--- src/rtl/seed_gate_pkg.sv ---
package seed_gate_pkg;

  typedef enum logic [1:0] {
    OP_RSVD  = 2'b00,
    OP_WRITE = 2'b01,
    OP_SET   = 2'b10,
    OP_CLEAR = 2'b11
  } csrOpE;

  typedef enum logic [2:0] {
    MODE_U  = 3'b000,
    MODE_S  = 3'b001,
    MODE_M  = 3'b011,
    MODE_VU = 3'b100,
    MODE_VS = 3'b101
  } privModeE;

  // Strobes from control to datapath, valid in the request cycle.
  typedef struct packed {
    logic load;
    logic grant;
    logic trapIll;
    logic trapVirt;
  } gateStrobeT;

endpackage

--- src/rtl/seed_gate_classify.sv ---
module seed_gate_classify
  import seed_gate_pkg::*;
#(
  parameter int SRC_W = 5
) (
  input  logic [1:0]       reqOp,
  input  logic [SRC_W-1:0] reqSrc,
  input  logic [2:0]       reqMode,
  output logic             opKnown,
  output logic             readOnly,
  output logic             modeKnown,
  output logic             modeMachine,
  output logic             modeUser,
  output logic             modeSuper,
  output logic             modeVirt
);

  logic srcZero;
  assign srcZero = (reqSrc == '0);

  always_comb begin
    opKnown  = 1'b1;
    readOnly = 1'b0;
    case (reqOp)
      OP_WRITE: readOnly = 1'b0;
      OP_SET,
      OP_CLEAR: readOnly = srcZero;
      default:  opKnown  = 1'b0;
    endcase
  end

  always_comb begin
    modeKnown   = 1'b1;
    modeMachine = 1'b0;
    modeUser    = 1'b0;
    modeSuper   = 1'b0;
    modeVirt    = 1'b0;
    case (reqMode)
      MODE_M:  modeMachine = 1'b1;
      MODE_S:  modeSuper   = 1'b1;
      MODE_U:  modeUser    = 1'b1;
      MODE_VS,
      MODE_VU: modeVirt    = 1'b1;
      default: modeKnown   = 1'b0;
    endcase
  end

endmodule

--- src/rtl/seed_gate_ctrl.sv ---
module seed_gate_ctrl
  import seed_gate_pkg::*;
#(
  parameter int CFG_W     = 64,
  parameter int SSEED_BIT = 9,
  parameter int USEED_BIT = 8
) (
  input  logic             clk,
  input  logic             rstN,
  input  logic             reqValid,
  input  logic [CFG_W-1:0] secCfg,
  input  logic             opKnown,
  input  logic             readOnly,
  input  logic             modeKnown,
  input  logic             modeMachine,
  input  logic             modeUser,
  input  logic             modeSuper,
  input  logic             modeVirt,
  output gateStrobeT       strb
);

  logic superGrant;
  logic userGrant;
  logic formRefused;

  assign superGrant  = secCfg[SSEED_BIT];
  assign userGrant   = secCfg[USEED_BIT];
  assign formRefused = !opKnown || !modeKnown || readOnly;

  always_comb begin
    strb      = '0;
    strb.load = reqValid;
    if (reqValid) begin
      if (formRefused) begin
        strb.trapIll = 1'b1;
      end else if (modeMachine) begin
        strb.grant = 1'b1;
      end else if (modeSuper) begin
        strb.grant   = superGrant;
        strb.trapIll = !superGrant;
      end else if (modeUser) begin
        strb.grant   = userGrant;
        strb.trapIll = !userGrant;
      end else if (modeVirt) begin
        strb.trapVirt = superGrant;
        strb.trapIll  = !superGrant;
      end else begin
        strb.trapIll = 1'b1;
      end
    end
  end


  ro_always_illegal_chk: assert property (@(posedge clk) disable iff (!rstN)
    (reqValid && readOnly) |-> (strb.trapIll && !strb.grant && !strb.trapVirt));


  machine_rw_grant_chk: assert property (@(posedge clk) disable iff (!rstN)
    (reqValid && modeMachine && opKnown && !readOnly) |-> strb.grant);


  virt_never_grant_chk: assert property (@(posedge clk) disable iff (!rstN)
    (reqValid && modeVirt) |-> !strb.grant);

endmodule

--- src/rtl/seed_gate_dp.sv ---
module seed_gate_dp
  import seed_gate_pkg::*;
#(
  parameter int SEED_W = 32
) (
  input  logic              clk,
  input  logic              rstN,
  input  gateStrobeT        strb,
  input  logic [SEED_W-1:0] seedWord,
  output logic              rspValid,
  output logic              rspOk,
  output logic              rspIllegal,
  output logic              rspVirtual,
  output logic [SEED_W-1:0] rspData,
  output logic              seedPop
);

  always_ff @(posedge clk or negedge rstN) begin
    if (!rstN) begin
      rspValid   <= 1'b0;
      rspOk      <= 1'b0;
      rspIllegal <= 1'b0;
      rspVirtual <= 1'b0;
      seedPop    <= 1'b0;
      rspData    <= '0;
    end else begin
      rspValid   <= strb.load;
      rspOk      <= strb.grant;
      rspIllegal <= strb.trapIll;
      rspVirtual <= strb.trapVirt;
      seedPop    <= strb.grant;
      rspData    <= strb.grant ? seedWord : '0;
    end
  end


  one_verdict_chk: assert property (@(posedge clk) disable iff (!rstN)
    rspValid |-> ($countones({rspOk, rspIllegal, rspVirtual}) == 1));


  idle_quiet_chk: assert property (@(posedge clk) disable iff (!rstN)
    !rspValid |-> !(rspOk || rspIllegal || rspVirtual));


  pop_with_grant_chk: assert property (@(posedge clk) disable iff (!rstN)
    seedPop |-> (rspValid && rspOk));


  refused_zero_chk: assert property (@(posedge clk) disable iff (!rstN)
    (rspValid && !rspOk) |-> (rspData == '0 && !seedPop));


  pop_single_chk: assert property (@(posedge clk) disable iff (!rstN)
    (seedPop && !strb.grant) |=> !seedPop);

endmodule

--- src/rtl/seed_access_gate.sv ---
module seed_access_gate
  import seed_gate_pkg::*;
#(
  parameter int CFG_W     = 64,
  parameter int SEED_W    = 32,
  parameter int SRC_W     = 5,
  parameter int SSEED_BIT = 9,
  parameter int USEED_BIT = 8
) (
  input  logic              clk,
  input  logic              rstN,
  input  logic              reqValid,
  input  logic [1:0]        reqOp,
  input  logic [SRC_W-1:0]  reqSrc,
  input  logic [SEED_W-1:0] reqWdata,
  input  logic [2:0]        reqMode,
  input  logic [CFG_W-1:0]  secCfg,
  input  logic [SEED_W-1:0] seedWord,
  output logic              rspValid,
  output logic              rspOk,
  output logic              rspIllegal,
  output logic              rspVirtual,
  output logic [SEED_W-1:0] rspData,
  output logic              seedPop
);

  // The write value of the instruction never reaches the seed register.
  logic unusedWdata;
  assign unusedWdata = ^reqWdata;

  logic opKnown, readOnly, modeKnown;
  logic modeMachine, modeUser, modeSuper, modeVirt;
  gateStrobeT strb;

  seed_gate_classify #(.SRC_W(SRC_W)) u_classify (
    .reqOp       (reqOp),
    .reqSrc      (reqSrc),
    .reqMode     (reqMode),
    .opKnown     (opKnown),
    .readOnly    (readOnly),
    .modeKnown   (modeKnown),
    .modeMachine (modeMachine),
    .modeUser    (modeUser),
    .modeSuper   (modeSuper),
    .modeVirt    (modeVirt)
  );

  seed_gate_ctrl #(
    .CFG_W     (CFG_W),
    .SSEED_BIT (SSEED_BIT),
    .USEED_BIT (USEED_BIT)
  ) u_ctrl (
    .clk         (clk),
    .rstN        (rstN),
    .reqValid    (reqValid),
    .secCfg      (secCfg),
    .opKnown     (opKnown),
    .readOnly    (readOnly),
    .modeKnown   (modeKnown),
    .modeMachine (modeMachine),
    .modeUser    (modeUser),
    .modeSuper   (modeSuper),
    .modeVirt    (modeVirt),
    .strb        (strb)
  );

  seed_gate_dp #(.SEED_W(SEED_W)) u_dp (
    .clk        (clk),
    .rstN       (rstN),
    .strb       (strb),
    .seedWord   (seedWord),
    .rspValid   (rspValid),
    .rspOk      (rspOk),
    .rspIllegal (rspIllegal),
    .rspVirtual (rspVirtual),
    .rspData    (rspData),
    .seedPop    (seedPop)
  );


  rsp_follows_req_chk: assert property (@(posedge clk) disable iff (!rstN)
    rspValid |-> $past(reqValid));

endmodule

--- config.mk ---
export PLATFORM = sky130hd
export DESIGN_NAME = seed_access_gate
export DESIGN_NICKNAME = d
export VERILOG_FILES = /design/src/rtl/seed_gate_pkg.sv /design/src/rtl/seed_gate_classify.sv /design/src/rtl/seed_gate_ctrl.sv /design/src/rtl/seed_gate_dp.sv /design/src/rtl/seed_access_gate.sv
export SDC_FILE = /design/constraint.sdc
export NUM_CORES = 1
export LEC_CHECK = 0
export BUFFER_PORTS_ARGS = -buffer_cell sky130_fd_sc_hd__buf_2
export CORE_MARGIN = 10
export CORE_UTILIZATION = 32
export CTS_CLUSTER_DIAMETER = 40
export DETAILED_ROUTE_END_ITERATION = 12
export GPL_TIMING_DRIVEN = 0
export PLACE_DENSITY = 0.84
export SYNTH_ARGS = -nofsm -noshare
export SYNTH_HDL_FRONTEND = slang
export SYNTH_SLANG_ARGS = --single-unit
--- constraint.sdc ---
create_clock -name clk -period 1.5 [get_ports clk]
set_input_delay 0.3 -clock clk [delete_from_list [all_inputs] [get_ports clk]]
set_output_delay 0.3 -clock clk [all_outputs]
set_load 0.01 [all_outputs]
==> Word level (Yosys, flattened, before mapping) <==
Cells that the tools add are included.
{ "op_classes": {"order_cmp": 0, "bitwise": 0, "mux": 21, "mul": 0, "n_eq_ne": 7, "div_mod_pow": 0, "shift": 0, "reduce_logical": 12, "addsub": 0} }
{ "ops": {"columns": ["operator", "n"], "rows": [
  ["$mux W32", 1],
  ["$mux W1", 17],
  ["$eq A3 B3 Y1 const B", 2],
  ["$logic_not A5 Y1", 1],
  ["$reduce_or A5 Y1", 1],
  ["$eq A2 B2 Y1 const B", 2],
  ["$logic_not A1 Y1", 4],
  ["$mux W2", 2],
  ["$reduce_or A2 Y1", 2],
  ["$eq A3 B1 Y1 const B", 1],
  ["$eq A3 B2 Y1 const B", 1],
  ["$logic_not A3 Y1", 1],
  ["$mux W3", 1],
  ["$reduce_or A3 Y1", 1],
  ["$eq A2 B1 Y1 const B", 1],
  ["$logic_or A1 B1 Y1", 2]
]} }
{ "word_totals": {"output_inout_bits": 37, "elab_cells": 45, "mem_bits_rw": 0, "mem_count": 0, "input_bits": 141, "latch_bits": 0, "mem_bits_ro": 0, "ff_bits": 36} }

==> Longest topological paths before layout <==
{ "logic_depth": {"word_depth": 10, "depth_mapped": 5} }

==> By module <==
From an unflattened synthesis, not the netlist that was laid out.
{ "hier_totals": {"cells_unflattened": 94, "hier_area_um2": 1297.5} }
{ "by_module_without_submodules": {"columns": ["module", "area_each_um2", "cells_each", "n_inst", "seq_area_each_um2"], "rows": [
  ["seed_gate_dp", 1163.6, 72, 1, 900.9],
  ["seed_gate_ctrl", 75.1, 12, 1, 0.0],
  ["seed_gate_classify", 58.8, 10, 1, 0.0]
]} }

==> Least setup slack after synthesis <==
No wires, ideal clock.
{ "synth_timing": {"path_type": "in2reg", "start": "in reqMode[1]", "end": "reg u_dp.rspData[22]", "t_arrival_ps": 1299, "path_slack_ps": 137, "t_required_ps": 1436, "setup_ps": 64, "path_buffers": 1, "stages": 5, "path_cell_list": "or3b_1 -> a21oi_1 -> and4_4 -> buf_6 -> and2_2"} }
{ "synth_lines": {"columns": ["item", "line", "rtl"], "rows": [
  ["start: declaration", "seed_access_gate.sv:16", "input logic [2:0] reqMode,"],
  ["end signal: assignment", "seed_gate_dp.sv:32", "rspData <= strb.grant ? seedWord : '0;"],
  ["end: declaration", "seed_gate_dp.sv:14", "output logic [SEED_W-1:0] rspData,"]
]} }

==> impl_metrics.sql <==
INSERT INTO impl_metrics (metric_group, metric, value, unit) VALUES
('logic_synthesis', 'post_synth_fa_ha_maj_area_fraction', '0', '%'),
('logic_synthesis', 'seq_area_frac_synth', '70.5', '%'),
('logic_synthesis', 'postSynthRegisterBits', '36', ''),
('power', 'switching_power', '372', 'uW'),
('finish', 'drive_above_1_share', '59.7', '%'),
('detailed_routing', 'route.antenna.remaining_nets', '0', ''),
('cts', 'post_cts_resized', '0', ''),
('finish', 'fillerInstances', '350', ''),
('global_route', 'gr-total-overflow', '0', ''),
('place', 'place_ws', '-0.127', 'ns'),
('worst_setup_path', 'crit_path_start', 'reqMode[1]', ''),
('place', 'gp_congestion', '0.737', ''),
('power', 'vdd_ir_drop_max', '0.462', 'mV'),
('run', 'cap_viol_max_count', '0', ''),
('worst_setup_path', 'required_time_of_the_critical_path', '1.72', 'ns'),
('die', 'io_pins', '178', ''),
('power', 'internal_power', '1390', 'uW'),
('global_route', 'groute.usage.overall', '9.27', '%'),
('logic_synthesis', 'yosys_warnings', '0', ''),
('detailed_routing', 'detail_route.iter0.violations', '12', ''),
('detailed_routing', 'via_per_inst', '4.17', ''),
('global_route', 'pin_count_of_the_biggest_net_entering_global_routing', '37', ''),
('detailed_routing', 'drt_wl_total', '3230', 'um'),
('sta', 'report.final.setup_viol', '0', ''),
('logic_synthesis', 'synth_compound_area_share', '2.94', '%'),
('sta', 'worst_setup_slack_after_layout', '0.186', 'ns'),
('logic_synthesis', 'netlist-cell-type-count', '22', ''),
('cts', 'clock_root_buffer', 'clkbuf_8', ''),
('detailed_routing', 'drcViolationCount', '0', ''),
('sta', 'worst_pin_slew', '0.756', 'ns'),
('cts', 'clock_tree_from_tritoncts', 'yes', ''),
('sta', 'period_minus_slack', '1.31', 'ns'),
('die', 'chipHeight', '83.2', 'um'),
('place', 'port_buffers', '83', ''),
('worst_setup_path', 'capturing_instance_or_port_of_the_critical_path', 'u_dp.rspData[27]', ''),
('logic_synthesis', 'post_synth_xor_xnor_area', '0', '%'),
('global_route', 'first_global_vias', '1051', ''),
('global_route', 'grt_pass1_wl', '5150', 'um'),
('hold_path', 'hold_crit_path_type', 'input pin to asynchronous set/reset pin', ''),
('power', 'power.density', '960', 'mW/mm^2'),
('sta', 'timing.final.max_slew_violations', '0', ''),
('power', 'fraction_of_power_consumed_by_combinational_cells', '8.8', '%'),
('logic_synthesis', 'synth.cell_area', '0.00128', 'mm^2'),
('logic_synthesis', 'synth_top_area_share', '70.5', '%'),
('die', 'overall_die_area', '0.00692', 'mm^2'),
('power', 'power_frac_clock', '34.6', '%'),
('logic_synthesis', 'ys_async_sr_fraction', '100', '%'),
('sta', 'grt_setup_unrepaired', 'no', ''),
('worst_setup_path', 'crit_path_max_fanout', '10', ''),
('worst_setup_path', 'worstSetupPathType', 'input pin to flop', ''),
('detailed_routing', 'drt-pass1-iter-count', '2', ''),
('sta', 'max_freq', '761', 'MHz'),
('cts', 'cts_max_path_buffers', '2', ''),
('cts', 'clk_pin_slew_worst_paths', '0.06', 'ns'),
('logic_synthesis', 'synth_simple_gate_area_share', '22.0', '%'),
('logic_synthesis', 'postSynth.topFlopCell', 'dfrtp_1', ''),
('logic_synthesis', 'post_synth_inst_count', '91', ''),
('detailed_routing', 'vias', '956', ''),
('finish', 'syn_to_final_growth', '43.2', '%'),
('sta', 'ratio_of_final_minimum_period_to_clock_period', '87.6', '%'),
('logic_synthesis', 'yosys.cell_count.top_type', 'dfrtp_1', ''),
('cts', 'clock_tree.htree_level_count', '2', ''),
('power', 'p_leak', '0.00110', 'uW'),
('run_status', 'status', 'finished clean', ''),
('finish', 'diodes', '0', ''),
('die', 'std_cell_rows', '22', ''),
('power', 'share_seq_of_total_power', '56.6', '%'),
('cts', 'count_of_hold_fix_buffers_inserted_at_cts', '0', ''),
('sta', 'max-slew-margin-rel', '49.6', '%'),
('logic_synthesis', 'synth_top_family_by_area', 'simple AND/OR/NAND/NOR gates', ''),
('die', 'core_region', '0.00377', 'mm^2');
-- cell usage in the layout, fill, tap and decap left out --
master    count
a21oi_1       2
o21ai_0       1
and2_1       20
a21oi_2       1
inv_1         2
mux2i_1       1
nand2_1       1
a21o_1        1
a31oi_1       1
and4_4        1
clkinv_2      1
and2_2       12
buf_2        83
dfrtp_1      36
nand2b_1      1
nor3_1        1
nand3_1       1
buf_6         3
nor4_1        1
nor2_1        1
nand3b_1      1
clkbuf_1      1
buf_4         1
or3b_2        1
or3b_1        1
clkbuf_8      5
-- metal layers --
layer / vias to the layer above / share of wire [%] / global-route usage, %
li1: 464 / - / -
met1: 424 / 40 / 9.50
met2: 63 / 44 / 14.4
met3: 5 / 14 / 7.03
met4: 0 / 1.2 / 2.77
met5: - / 0 / 0
-- worst min path at each step --
stage | start | slack, ns | end
5_1_grt | rstN | 0.16 | u_dp.rspData[29]
3_3_place_gp | rstN | 0.41 | u_dp.rspIllegal
6_report | rstN | 0.09 | u_dp.rspVirtual
4_1_cts | rstN | 0.11 | u_dp.rspIllegal
2_1_floorplan | rstN | 0.004 | u_dp.rspData[0]
3_5_place_dp | rstN | 0.42 | u_dp.rspValid
-- critical path, cell delays in order --
cell	delay (ns)
buf_2	0.14
or3b_1	0.37
a21oi_1	0.16
and4_4	0.29
buf_6	0.13
and2_2	0.13
-- final cells by class --
class / count / area (um^2) / area share (%)
inverter: 2 / 7.51 / 0.410
timing repair buffer: 83 / 415 / 22.7
clock inverter: 1 / 5.00 / 0.273
multi-input combinational: 49 / 329 / 18.0
tap: 48 / 60.1 / 3.28
buffer: 4 / 41.3 / 2.25
sequential: 36 / 901 / 49.2
clock buffer: 6 / 72.6 / 3.96
-- flip-flops by register name (all words and copies together) (netlist names) --
signal           flops
u_dp.seedPop         1
u_dp.rspData        32
u_dp.rspValid        1
u_dp.rspIllegal      1
u_dp.rspVirtual      1
-- power by group through the flow --
stage	registers (uW)	logic [uW]	clock network, uW
6_report	995	156	608
2_1_floorplan	1020	40.4	0
4_1_cts	995	161	642
3_3_place_gp	1010	157	0
5_1_grt	996	176	671
3_5_place_dp	1010	161	0
-- through the flow --
step | hold slack [ns] | setup TNS [ns] | area [um^2] | total power [uW] | instances
finish | 0.0869 | 0 | 1830 | 1760 | 229
global route | 0.158 | 0 | 1830 | 1840 | 229
CTS | 0.114 | 0 | 1830 | 1800 | 229
detailed placement | 0.422 | -3.20 | 1750 | 1170 | 222
global placement | 0.411 | -2.09 | 1750 | 1170 | 222
floorplan | 0.00441 | 0 | 1280 | 1070 | 91
-- cell families after synthesis --
family | after synthesis
simple gates | 42
flops | 36
mux | 1
compound gates | 6
buf+inv | 6
Power figures use the tool's default switching activity.
